File: config.mk
export PLATFORM = sky130hd
export DESIGN_NAME = cam_frame_timer
export DESIGN_NICKNAME = d
export VERILOG_FILES = /design/src/rtl/cam_frame_timer.sv
export SDC_FILE = /design/constraint.sdc
export NUM_CORES = 1
export LEC_CHECK = 0
export BUFFER_PORTS_ARGS = -buffer_cell sky130_fd_sc_hd__buf_2
export CORE_UTILIZATION = 45
export CTS_BUF_LIST = sky130_fd_sc_hd__clkbuf_16
export CTS_CLUSTER_DIAMETER = 50
export DETAILED_ROUTE_END_ITERATION = 12
export PLACE_DENSITY = 0.64
export SYNTH_ARGS = -nofsm -noshare
export SYNTH_HDL_FRONTEND = slang
export SYNTH_SLANG_ARGS = --single-unit
File: constraint.sdc
create_clock -name clk -period 8.6 [get_ports clk]
set_clock_uncertainty 0.15 [all_clocks]
set_input_delay 0.86 -clock clk [delete_from_list [all_inputs] [get_ports clk]]
set_output_delay 0.86 -clock clk [all_outputs]
set_load 0.005 [all_outputs]
File: src/rtl/cam_frame_timer.sv
module cam_frame_timer #(
  parameter int LW = 12,
  parameter int VW = 10,
  parameter int PW = 13,
  parameter int EW = 16,
  parameter int PAUSE_LINES = 16
) (
  input  logic          clk,
  input  logic          rst,
  input  logic [LW-1:0] cfg_line_len,
  input  logic [LW-1:0] cfg_hblank,
  input  logic [VW-1:0] cfg_voff,
  input  logic [VW-1:0] cfg_lines,
  input  logic [PW-1:0] cfg_pixels,
  input  logic          cfg_hbin,
  input  logic [1:0]    cfg_geom,
  input  logic          cfg_px10,
  input  logic          cfg_ovl_readout,
  input  logic [EW-1:0] cfg_exp_min,
  input  logic [EW-1:0] cfg_exp_dly,
  input  logic          exp_start,
  input  logic          exp_stop,
  output logic          fval,
  output logic          lval,
  output logic          dval,
  output logic          exp_act,
  output logic [3:0]    tap_cnt,
  output logic          spare_dval,
  output logic          spare_exp
);
  localparam int PCW = LW + $clog2(PAUSE_LINES + 1);

  logic [LW-1:0]  line_len, hblank, hc;
  logic [VW-1:0]  voff, nlines;
  logic [VW:0]    lc;
  logic [PW-1:0]  pix_eff;
  logic [PW:0]    px;
  logic [3:0]     taps;
  logic           wide80;
  logic [PCW-1:0] pc;
  logic [EW-1:0]  ecnt, dcnt;
  logic           end_seen, dly_run, pend;

  function automatic logic [3:0] geom_taps(input logic [1:0] g);
    case (g)
      2'd0: geom_taps = 4'd2;
      2'd1: geom_taps = 4'd4;
      2'd2: geom_taps = 4'd8;
      default: geom_taps = 4'd10;
    endcase
  endfunction

  wire          exp_go    = exp_start && !exp_act;
  wire          exp_done  = exp_act && (exp_stop || end_seen) && (ecnt >= cfg_exp_min);
  wire          frm_go    = !fval && (pend || (dly_run && dcnt == '0));
  wire          paused    = pc != '0;
  wire          line_end  = hc == line_len - LW'(1);
  wire [VW:0]   tot_lines = {1'b0, voff} + {1'b0, nlines};
  wire          last_line = lc == tot_lines - (VW+1)'(1);
  wire          in_active = lc >= {1'b0, voff};
  wire [PW:0]   rem       = {1'b0, pix_eff} - px;
  wire          stall_trig = exp_go && cfg_ovl_readout && fval && !paused && !(line_end && last_line);

  assign lval       = fval && !paused && in_active && (hc < line_len - hblank);
  assign dval       = lval && (px < {1'b0, pix_eff});
  assign tap_cnt    = !dval ? 4'd0 : (rem < (PW+1)'(taps)) ? rem[3:0] : taps;
  assign spare_dval = dval && !wide80;
  assign spare_exp  = exp_act && !wide80;

  always_ff @(posedge clk) begin
    if (rst) begin
      exp_act <= 1'b0; ecnt <= '0; end_seen <= 1'b0;
      dly_run <= 1'b0; dcnt <= '0; pend <= 1'b0;
    end else begin
      if (dly_run && dcnt == '0) begin
        dly_run <= 1'b0;
        if (fval) pend <= 1'b1;
      end else if (dly_run) begin
        dcnt <= dcnt - EW'(1);
      end
      if (frm_go) pend <= 1'b0;
      if (exp_go) begin
        exp_act  <= 1'b1;
        ecnt     <= EW'(1);
        end_seen <= 1'b0;
      end else if (exp_done) begin
        exp_act <= 1'b0;
        dly_run <= 1'b1;
        dcnt    <= cfg_exp_dly;
      end else if (exp_act) begin
        if (ecnt != '1) ecnt <= ecnt + EW'(1);
        if (exp_stop) end_seen <= 1'b1;
      end
    end
  end

  always_ff @(posedge clk) begin
    if (rst) begin
      fval <= 1'b0; hc <= '0; lc <= '0; px <= '0; pc <= '0;
      line_len <= '0; hblank <= '0; voff <= '0; nlines <= '0;
      pix_eff <= '0; taps <= 4'd2; wide80 <= 1'b0;
    end else if (frm_go) begin
      fval     <= 1'b1;
      hc       <= '0;
      lc       <= '0;
      px       <= '0;
      pc       <= '0;
      line_len <= cfg_line_len;
      hblank   <= cfg_hblank;
      voff     <= cfg_voff;
      nlines   <= cfg_lines;
      pix_eff  <= cfg_hbin ? (cfg_pixels >> 1) : cfg_pixels;
      taps     <= geom_taps(cfg_geom);
      wide80   <= (cfg_geom == 2'd3 && !cfg_px10) || (cfg_geom == 2'd2 && cfg_px10);
    end else if (fval) begin
      if (paused) begin
        pc <= pc - PCW'(1);
      end else begin
        if (stall_trig) pc <= PCW'(PAUSE_LINES) * PCW'(line_len);
        if (line_end) begin
          hc <= '0;
          px <= '0;
          if (last_line) fval <= 1'b0;
          else lc <= lc + (VW+1)'(1);
        end else begin
          hc <= hc + LW'(1);
          if (dval) px <= px + (PW+1)'(taps);
        end
      end
    end else begin
      pc <= '0;
    end
  end

  AST_FRAME_OPENS_AT_ZERO: assert property (@(posedge clk) disable iff (rst)
    $rose(fval) |-> (hc == '0 && lc == '0 && px == '0 && !paused));
  AST_PAUSE_FREEZES: assert property (@(posedge clk) disable iff (rst)
    (fval && paused) |=> (fval && $stable(hc) && $stable(lc) && $stable(px)));
  AST_EXP_MIN_WIDTH: assert property (@(posedge clk) disable iff (rst)
    (exp_act && ecnt < cfg_exp_min && $stable(cfg_exp_min)) |=> exp_act);
  AST_CFG_HELD: assert property (@(posedge clk) disable iff (rst)
    (fval && $past(fval)) |-> ($stable(line_len) && $stable(nlines) && $stable(taps)));
endmodule

* Yosys cells after proc, flatten, opt, wreduce, memory -nomap -nowiden
Cells that the tools add are included.
Word-level totals: logic and storage cells 118, register bits 153, output and inout bits 10, input port bits 98
Operators by class: mux-type cells 27, order comparisons 5, bitwise gates (word level) 4, equal/unequal tests 7, reductions and logical operators 45, $add $sub $neg 11
Operators by type and width (number):
- 2-to-1 mux 16 bit | 4
- 2-to-1 mux 17 bit | 2
- 2-to-1 mux 14 bit | 2
- logical AND 1 bit | 18
- nonzero test 17 bit | 1
- subtractor 17 x 1 -> 17 bit (second input constant) | 1
- adder 16 x 1 -> 16 bit (second input constant) | 1
- >= comparator 16 bit | 1
- logical NOT 16 bit | 1
- inequality test 16 bit (second input constant) | 1
- subtractor 16 x 1 -> 16 bit (second input constant) | 1
- adder 14 x 4 -> 14 bit | 1
- less-than comparator 14 x 13 -> 1 bit | 1
- less-than comparator 14 x 4 -> 1 bit | 1
- 2-to-1 mux 1 bit | 14
- subtractor 13 x 14 -> 14 bit | 1
- 2-to-1 mux 13 bit | 1
- adder 12 x 1 -> 12 bit (second input constant) | 1
- == test 12 bit | 1
- less-than comparator 12 bit | 1
- 2-to-1 mux 12 bit | 1
- case mux 4 bit (3 select lines) | 1
- AND reduction 3 bit | 4
- subtractor 12 x 1 -> 12 bit (second input constant) | 1
- other kinds (19) | 37

* Logic depth before layout (Yosys ltp)
Gate-level depths: netlist of run 1.
depth after elaboration 8, depth in mapped cells 23, depth with buffers taken out 22

* Worst setup path before layout of run 1
Ideal clock, no wire load.
path kind register to output, from reg line_len[0], to out tap_cnt[0], stages on the path, launching flop included 23, arrival time 3798 ps, required time 7590 ps, slack 3792 ps, cell sequence dfxtp_1 > inv_1 > ha_1 > inv_1 > fa_1 > a21o_1 > a21oi_1 > o21bai_1 > a21oi_1 > o21ai_0 > a21o_1 > a21oi_1 > xor2_1 > ha_1 > nand2_1 > o21ai_0 > a211oi_1 > o2111ai_1 > or2_0 > clkbuf_1 > inv_1 > nand2_1 > nor3_1
On the way: longest elaborated chain between the ends 5
Ends and longest elaborated chain:
- start: declaration | RTL line 33 | logic [LW-1:0] line_len, hblank, hc;
- start signal: assignment | RTL line 108 | line_len <= cfg_line_len;
- subtractor 12 bit | RTL line 64 | assign lval = fval && !paused && in_active && (hc < line_len - hblank);
- less-than comparator 12 bit | RTL line 64
- logical AND 1 bit | RTL line 64
- logical AND 1 bit | RTL line 65 | assign dval = lval && (px < {1'b0, pix_eff});
- via dval | RTL line 25 | output logic dval,
- 2-to-1 mux 4 bit | RTL line 66 | assign tap_cnt = !dval ? 4'd0 : (rem < (PW+1)'(taps)) ? rem[3:0] : taps;
- end: declaration | RTL line 27 | output logic [3:0] tap_cnt,
The timed path passes the listed nets, and every way through them passes these cells.

* Worst setup path in the final report of run 1
from reg line_len[0], to out tap_cnt[0]
On the way: longest elaborated chain between the ends 5
Ends and longest elaborated chain (RTL line):
- subtractor 12 bit | 64
- less-than comparator 12 bit | 64
- logical AND 1 bit | 64
- logical AND 1 bit | 65
- 2-to-1 mux 4 bit | 66
No other way between the ends.

==> Flow_metrics.wiki, run 1 <==
{| class="wikitable"
! Metric !! Value
|-
| Startpoint of the lowest-slack register-to-register path || line_len[0]
|-
| Critical register-to-register path endpoint || px[13]
|-
| Status || completed
|-
| Total design power || 0.001585 W
|-
| Hold depth || 2
|-
| Number of clock sinks seen by CTS || 151
|-
| Post-synth EDFFs || 0
|-
| Worst-Skew Late Latency || 0.43 ns
|-
| Proportion of register bits with asynchronous set or reset after synthesis || 0
|-
| Largest area contributor in the netlist || sky130_fd_sc_hd__dfxtp_1
|-
| Place WS || 3.115 ns
|-
| R2r worst-path depth || 22
|-
| Cell area after synthesis || 10220 um2
|-
| Slew headroom || 0.2471
|-
| Most used DFF post-synth || sky130_fd_sc_hd__dfxtp_1
|-
| Total setup buffers inserted after CTS || 0
|-
| Top-level I/O count || 108
|-
| Total of endpoints with negative setup slack in the final report || 0
|-
| Ratio of cells with drive above 1 in the final layout || 0.1250
|-
| RD Place Congestion || 0.8782
|-
| Most common cell in the synthesized netlist || sky130_fd_sc_hd__nand2_1
|-
| Via count || 9082
|-
| Most instantiated cells after synthesis || sky130_fd_sc_hd__nand2_1, sky130_fd_sc_hd__dfxtp_1, sky130_fd_sc_hd__nor2_1, sky130_fd_sc_hd__a21oi_1, sky130_fd_sc_hd__inv_1
|-
| Synth Warn # || 0
|-
| Synthesized netlist net count || 1482
|-
| Worst Hold End || nlines[5]
|-
| Maximum count of clock buffers along a single path || 2
|-
| Critical Path Source Type || register
|-
| Post-synthesis sequential element count || 151
|-
| Max_cap viols || 0
|-
| Core region area || 22030 um2
|-
| Mean routed wirelength per cell || 14.83 um
|-
| Static leakage || 4.780 nW
|-
| Top area cells in the synthesized netlist || sky130_fd_sc_hd__dfxtp_1, sky130_fd_sc_hd__ha_1, sky130_fd_sc_hd__nand2_1
|-
| Number of antenna violations at the first check in global routing || 1
|-
| Share of synthesized area occupied by flip-flops and latches || 0.2957
|-
| Arrival time reported for the critical path endpoint || 5.00 ns
|-
| Number of search-and-repair iterations in the first detailed-routing pass || 7
|-
| Worst-path clk slew || 0.06 ns
|-
| Startpoint of the lowest-slack hold path || nlines[5]
|-
| Initial core utilization || 0.4641
|-
| Placement row count || 54
|-
| Shortest clock period the worst path allows after layout || 6.010 ns
|-
| Critical Path Sink Type || output port
|-
| Setup slack after layout || 2.590 ns
|-
| Port Buffers || 107
|-
| Iteration-0 DRC count of the detailed router || 398
|-
| Standard cell area after detailed placement || 10920 um2
|-
| Power per cell area || 137.3 nW/um2
|-
| Tightest Hold Check Type || reg -> reg
|-
| First-pass GRT wire length || 41830 um
|-
| Detailed-route vias per instance || 5.458
|-
| Die area || 23320 um2
|-
| Unrepaired setup endpoints after global routing || no
|-
| Total CTS buffers || 17
|-
| Number of library cell types mapped by synthesis || 80
|-
| CTS H-Tree Depth || 4
|-
| Pin count of the biggest net entering global routing || 89
|-
| DRC violation count after routing || 0
|-
| Non-Filler Cell Area, Final || 11540 um2
|-
| Leftover overflow at the end of global routing || 0
|-
| Estimated wirelength of the detail-placed design || 18410 um
|-
| Worst supply voltage drop on vdd || 0.09423 mV
|-
| Horizontal die dimension || 152.7 um
|-
| Setup TNS || 0 ns
|-
| Clock root buffer || sky130_fd_sc_hd__clkbuf_16
|-
| Clock tree from TritonCTS || yes
|-
| Number of buffers inserted by hold repair at cts || 0
|-
| Number of hold violations in the final report || 0
|-
| Highest Clock Rate || 166.4 MHz
|-
| Actual slew at the worst max-slew pin || 1.129 ns
|-
| Gate count after technology mapping || 1287
|-
| Die Y || 152.7 um
|-
| Slack of the worst reg-to-reg path || 3.94 ns
|-
| Detail Route Antenna Nets || 0
|-
| Tcrit/Tclk final || 0.6989
|-
| Crit Path Class || reg -> out
|-
| Vias in the first global route || 8531
|-
| Critical-path maximum fanout || 6
|-
| Final Slew Violations || 0
|-
| Required @ worst endpoint || 7.59 ns
|-
| PostCTS Resize Cnt || 0
|-
| Combined global-route utilization of all metal layers || 0.2177
|-
| Final Routed Wirelength || 24680 um
|-
| Number of antenna diodes || 0
|-
| Fill count || 2135
|-
| Area added between synthesis and finish || 12.91%
|-
| Area share of the leading cell type in the synthesized netlist || 0.2957
|-
| Number of nets in the final layout || 1566
|-
| Mean instance size in the synthesized netlist || 7.943 um2
|}
==> routing by layer <==
metal,wire length [um],share of wire,global-route usage,up-vias
met5,13,0.00053,0,-
met4,210,0.0085,0.04473,2
met3,747,0.030,0.03754,16
met2,11120,0.45,0.3519,140
met1,12590,0.51,0.3027,4204
li1,-,-,-,4720
==> power by group <==
group          internal, W  leakage, nW  switching [W]
Clock             0.000488        0.303       0.000321
Sequential        0.000701         1.22     0.00000285
Combinational    0.0000310         3.26      0.0000411
Total              0.00122         4.78       0.000365
==> layout make-up <==
cell class | count | area [um2] | area share
clock buffer | 17 | 425.4 | 0.03686
tap | 280 | 350.3 | 0.03035
clock inverter | 15 | 200.2 | 0.01734
inverter | 102 | 382.9 | 0.03317
sequential | 151 | 3023 | 0.2619
multi-input combinational | 988 | 6595 | 0.5714
timing repair buffer | 111 | 565.5 | 0.04900
==> placed cells by master, fill, tap and decap left out, drive strengths merged, types with 44 or more instances in the layout <==
| cell type | synthesis | routed |
|---|---|---|
| a211oi | 45 | 45 |
| a21oi | 107 | 107 |
| buf | 5 | 111 |
| dfxtp | 151 | 151 |
| ha | 93 | 93 |
| inv | 102 | 105 |
| nand2 | 157 | 157 |
| nor2 | 116 | 116 |
| o21ai | 44 | 44 |
| xnor2 | 48 | 48 |
| xor2 | 44 | 44 |
==> stage by stage <==
stage / hold WS [ns] / util / std cells
after CTS: 0.3057 / 0.5240 / 1664
after floorplan: 0.2841 / - / 1287
final: 0.3019 / 0.5240 / 1664
after global placement: 0.2948 / 0.4956 / 1632
after detailed placement: 0.2965 / 0.4956 / 1632
after global routing: 0.3231 / 0.5240 / 1664
==> registers in the layout, indices dropped and copies added, names as in the netlist, 10 cells and up <==
register,count
pc,17
dcnt,16
ecnt,16
pix_eff,13
px,13
hblank,12
hc,12
line_len,12
lc,11
nlines,10
voff,10
==> critical path: stages (launching register included) <==
cell                        delay, ns
sky130_fd_sc_hd__dfxtp_1         0.35
sky130_fd_sc_hd__inv_1           0.12
sky130_fd_sc_hd__ha_1            0.18
sky130_fd_sc_hd__inv_1           0.05
sky130_fd_sc_hd__fa_1            0.40
sky130_fd_sc_hd__a21o_1          0.17
sky130_fd_sc_hd__a21oi_1         0.22
sky130_fd_sc_hd__o21bai_1        0.09
sky130_fd_sc_hd__a21oi_1         0.26
sky130_fd_sc_hd__o21ai_0         0.18
sky130_fd_sc_hd__a21o_1          0.20
sky130_fd_sc_hd__a21oi_1         0.16
sky130_fd_sc_hd__xor2_1          0.16
sky130_fd_sc_hd__ha_1            0.26
sky130_fd_sc_hd__nand2_1         0.06
sky130_fd_sc_hd__o21ai_0         0.12
sky130_fd_sc_hd__a211oi_1        0.33
sky130_fd_sc_hd__o2111ai_1       0.18
sky130_fd_sc_hd__or2_0           0.40
sky130_fd_sc_hd__inv_1           0.21
sky130_fd_sc_hd__nand2_1         0.07
sky130_fd_sc_hd__nor3_1          0.22
sky130_fd_sc_hd__buf_2           0.17
==> worst max path at each step <==
stage	slack (ns)	start	end
after floorplan	3.79	line_len[0]	tap_cnt[0]
after global placement	3.19	line_len[0]	tap_cnt[0]
after detailed placement	3.12	line_len[0]	tap_cnt[0]
after CTS	2.61	line_len[0]	tap_cnt[0]
after global routing	2.26	line_len[0]	tap_cnt[0]
final	2.59	line_len[0]	tap_cnt[0]
==> cell families (layout without fill, tap and decap cells) <==
| kind of cell | Yosys count | in the layout | synth area share |
|---|---|---|---|
| fa+ha+maj | 97 | 97 | 0.1217 |
| simple gates | 490 | 490 | 0.2362 |
| mux | 22 | 22 | 0.02166 |
| compound gates | 285 | 285 | 0.1823 |
| other cells | 1 | 1 | 0.0003668 |
| buf+inv | 148 | 245 | 0.06108 |
| xor+xnor | 93 | 93 | 0.08103 |
| flops | 151 | 151 | 0.2957 |
Note: power is estimated with default switching activity, not from simulation.
==> inputs of run 2 (changes only) <==
==> constraint.sdc (replaced) <==
create_clock -name clk -period 5.7 [get_ports clk]
set_clock_uncertainty 0.15 [all_clocks]
set_input_delay 0.57 -clock clk [delete_from_list [all_inputs] [get_ports clk]]
set_output_delay 0.57 -clock clk [all_outputs]
set_load 0.005 [all_outputs]
==> Flow_metrics.wiki, run 2 (synthesized netlist as in run 1, its figures left out) <==
{| class="wikitable"
! Metric !! Value
|-
| Placement row count || 54 (unchanged)
|-
| Ratio of cells with drive above 1 in the final layout || 0.1237 (-0.001266)
|-
| Worst-Skew Late Latency || 0.43 ns (about the same)
|-
| Power per cell area || 195.4 nW/um2 (+42%)
|-
| Startpoint of the lowest-slack register-to-register path || line_len[0]
|-
| Area added between synthesis and finish || 12.31%
|-
| PostCTS Resize Cnt || 0 (unchanged)
|-
| Setup slack after layout || 0.3420 ns (-2.248 ns)
|-
| Maximum count of clock buffers along a single path || 2 (unchanged)
|-
| Number of flip-flops under the largest register name || 17 (unchanged)
|-
| Via count || 9074 (-0.088%)
|-
| Worst supply voltage drop on vdd || 0.1404 mV (+49%)
|-
| Static leakage || 4.755 nW (-0.53%)
|-
| Mean routed wirelength per cell || 14.76 um (-0.49%)
|-
| Total placed cells including tap cells || 1633 (+0.061%)
|-
| Number of search-and-repair iterations in the first detailed-routing pass || 7 (unchanged)
|-
| Startpoint of the lowest-slack hold path || cfg_voff[4]
|-
| Detail Route Antenna Nets || 0 (unchanged)
|-
| Setup TNS || 0 ns (unchanged)
|-
| Commonest cells after routing, fill and taps aside || sky130_fd_sc_hd__nand2_1, sky130_fd_sc_hd__dfxtp_1, sky130_fd_sc_hd__nor2_1
|-
| Crit Path Class || reg -> out
|-
| Number of buffers inserted by hold repair at cts || 0 (unchanged)
|-
| Top-level I/O count || 108 (unchanged)
|-
| Place WS || 0.5695 ns (-2.546 ns)
|-
| Port Buffers || 107 (unchanged)
|-
| Required @ worst endpoint || 4.98 ns (-2.61 ns)
|-
| Register containing the most flip-flops in the final layout || pc
|-
| Estimated wirelength of the detail-placed design || 18480 um (+0.37%)
|-
| Total setup buffers inserted after CTS || 0 (unchanged)
|-
| Number of clock sinks seen by CTS || 151 (unchanged)
|-
| Number of antenna violations at the first check in global routing || 1 (unchanged)
|-
| Area occupied by multi-input gates || 6610 um2 (+0.23%)
|-
| Number of antenna diodes || 0 (unchanged)
|-
| RD Place Congestion || 0.8739 (-0.49%)
|-
| Total CTS buffers || 17 (unchanged)
|-
| CTS H-Tree Depth || 4 (unchanged)
|-
| Largest registers || pc: 17 flops, dcnt: 16 flops, ecnt: 16 flops
|-
| Critical Path Sink Type || output port
|-
| Critical register-to-register path endpoint || px[13]
|-
| Most frequent standard cell in the layout excluding fill and tap cells || sky130_fd_sc_hd__nand2_1
|-
| Vias in the first global route || 8703 (+2.0%)
|-
| Slack of the worst reg-to-reg path || 1.34 ns (-2.60 ns)
|-
| Status || completed
|-
| Final std cells w/o fill || 1662 (-0.12%)
|-
| Combined global-route utilization of all metal layers || 0.2166 (-0.001114)
|-
| Detailed-route vias per instance || 5.460 (about the same)
|-
| Final Slew Violations || 0 (unchanged)
|-
| Sequential Area || 3023 um2 (unchanged)
|-
| Pin count of the biggest net entering global routing || 75 (-16%)
|-
| DRC violation count after routing || 0 (unchanged)
|-
| Iteration-0 DRC count of the detailed router || 377 (-5.3%)
|-
| Number of nets in the final layout || 1567 (+0.064%)
|-
| Critical-path maximum fanout || 6 (unchanged)
|-
| Fill count || 2165 (+1.4%)
|-
| Clock tree from TritonCTS || yes
|-
| Leftover overflow at the end of global routing || 0 (unchanged)
|-
| Actual slew at the worst max-slew pin || 1.059 ns (-0.07054 ns)
|-
| Worst-path clk slew || 0.06 ns (about the same)
|-
| Highest Clock Rate || 186.6 MHz
|-
| Core region area || 22030 um2 (unchanged)
|-
| Tightest Hold Check Type || in -> reg
|-
| Initial core utilization || 0.4641 (unchanged)
|-
| Tcrit/Tclk final || 0.9400
|-
| Total of endpoints with negative setup slack in the final report || 0 (unchanged)
|-
| Slew headroom || 0.2942 (+0.04703)
|-
| R2r worst-path depth || 22 (unchanged)
|-
| Die Y || 152.7 um (unchanged)
|-
| Shortest clock period the worst path allows after layout || 5.358 ns
|-
| Arrival time reported for the critical path endpoint || 4.64 ns (-0.36 ns)
|-
| Number of hold violations in the final report || 0 (unchanged)
|-
| Max_cap viols || 0 (unchanged)
|-
| Hold depth || 3 (+1)
|-
| Total design power || 0.002243 W (+42%)
|-
| Worst Hold End || voff[4]
|-
| Die area || 23320 um2 (unchanged)
|-
| Horizontal die dimension || 152.7 um (unchanged)
|-
| Clock root buffer || sky130_fd_sc_hd__clkbuf_16
|-
| Final Routed Wirelength || 24530 um (-0.61%)
|-
| First-pass GRT wire length || 41580 um (-0.61%)
|-
| Critical Path Source Type || register
|}
[run 2: critical path, cell delays in order (launching register included)]
cell and delay, ns:
sky130_fd_sc_hd__dfxtp_1 0.34, sky130_fd_sc_hd__inv_1 0.11, sky130_fd_sc_hd__ha_1 0.18, sky130_fd_sc_hd__inv_1 0.05, sky130_fd_sc_hd__fa_1 0.41, sky130_fd_sc_hd__a21o_1 0.19, sky130_fd_sc_hd__a21oi_2 0.18, sky130_fd_sc_hd__o21bai_1 0.11
sky130_fd_sc_hd__a21oi_2 0.19, sky130_fd_sc_hd__o21ai_0 0.14, sky130_fd_sc_hd__a21o_1 0.20, sky130_fd_sc_hd__a21oi_1 0.16, sky130_fd_sc_hd__xor2_1 0.17, sky130_fd_sc_hd__ha_1 0.27, sky130_fd_sc_hd__nand2_1 0.07, sky130_fd_sc_hd__o21ai_0 0.12
sky130_fd_sc_hd__a211oi_2 0.24, sky130_fd_sc_hd__o2111ai_1 0.17, sky130_fd_sc_hd__or2_4 0.33, sky130_fd_sc_hd__inv_1 0.15, sky130_fd_sc_hd__nand2_1 0.07, sky130_fd_sc_hd__nor3_1 0.19, sky130_fd_sc_hd__buf_2 0.17
[run 2: metrics by stage]
| step | hold WS (ns) | cell area, um2 | util |
|---|---|---|---|
| after floorplan | 0.2841 | 10220 | - |
| after global placement | 0.2954 | 10920 | 0.4960 |
| after detailed placement | 0.2963 | 10920 | 0.4960 |
| after CTS | 0.2175 | 11470 | 0.5206 |
| after global routing | 0.2233 | 11480 | 0.5212 |
| final | 0.2298 | 11480 | 0.5212 |
[run 2: worst max path at each step]
stage / depth (start not counted) / slack [ns] / startpoint / endpoint
2_1_floorplan: 22 / 1.18 / line_len[0] / tap_cnt[0]
3_3_place_gp: 22 / 0.58 / line_len[0] / tap_cnt[0]
3_5_place_dp: 22 / 0.57 / line_len[0] / tap_cnt[0]
4_1_cts: 22 / 0.07 / line_len[0] / tap_cnt[0]
5_1_grt: 22 / -0.03 / line_len[0] / tap_cnt[0]
6_report: 22 / 0.34 / line_len[0] / tap_cnt[0]
[run 2: metal layers]
metal,vias up,share of wire,track usage
met2,151,0.45,0.3545
met1,4179,0.50,0.2949
met5,-,0.00053,0
li1,4717,-,-
met4,2,0.014,0.05483
met3,25,0.032,0.03555
[run 2: cell type report]
type	count	area share
Tap cell	280	0.03051
Clock inverter	12	0.01014
Sequential cell	151	0.2633
Inverter	102	0.03335
Multi-Input combinational cell	988	0.5757
Timing Repair Buffer	112	0.04991
Clock buffer	17	0.03705
[run 2: report_power, final]
group	switching [W]	total (W)	internal, W
Sequential	0.00000413	0.00106	0.00106
Clock	0.000442	0.00107	0.000629
Combinational	0.0000622	0.000109	0.0000469
Total	0.000509	0.00224	0.00173
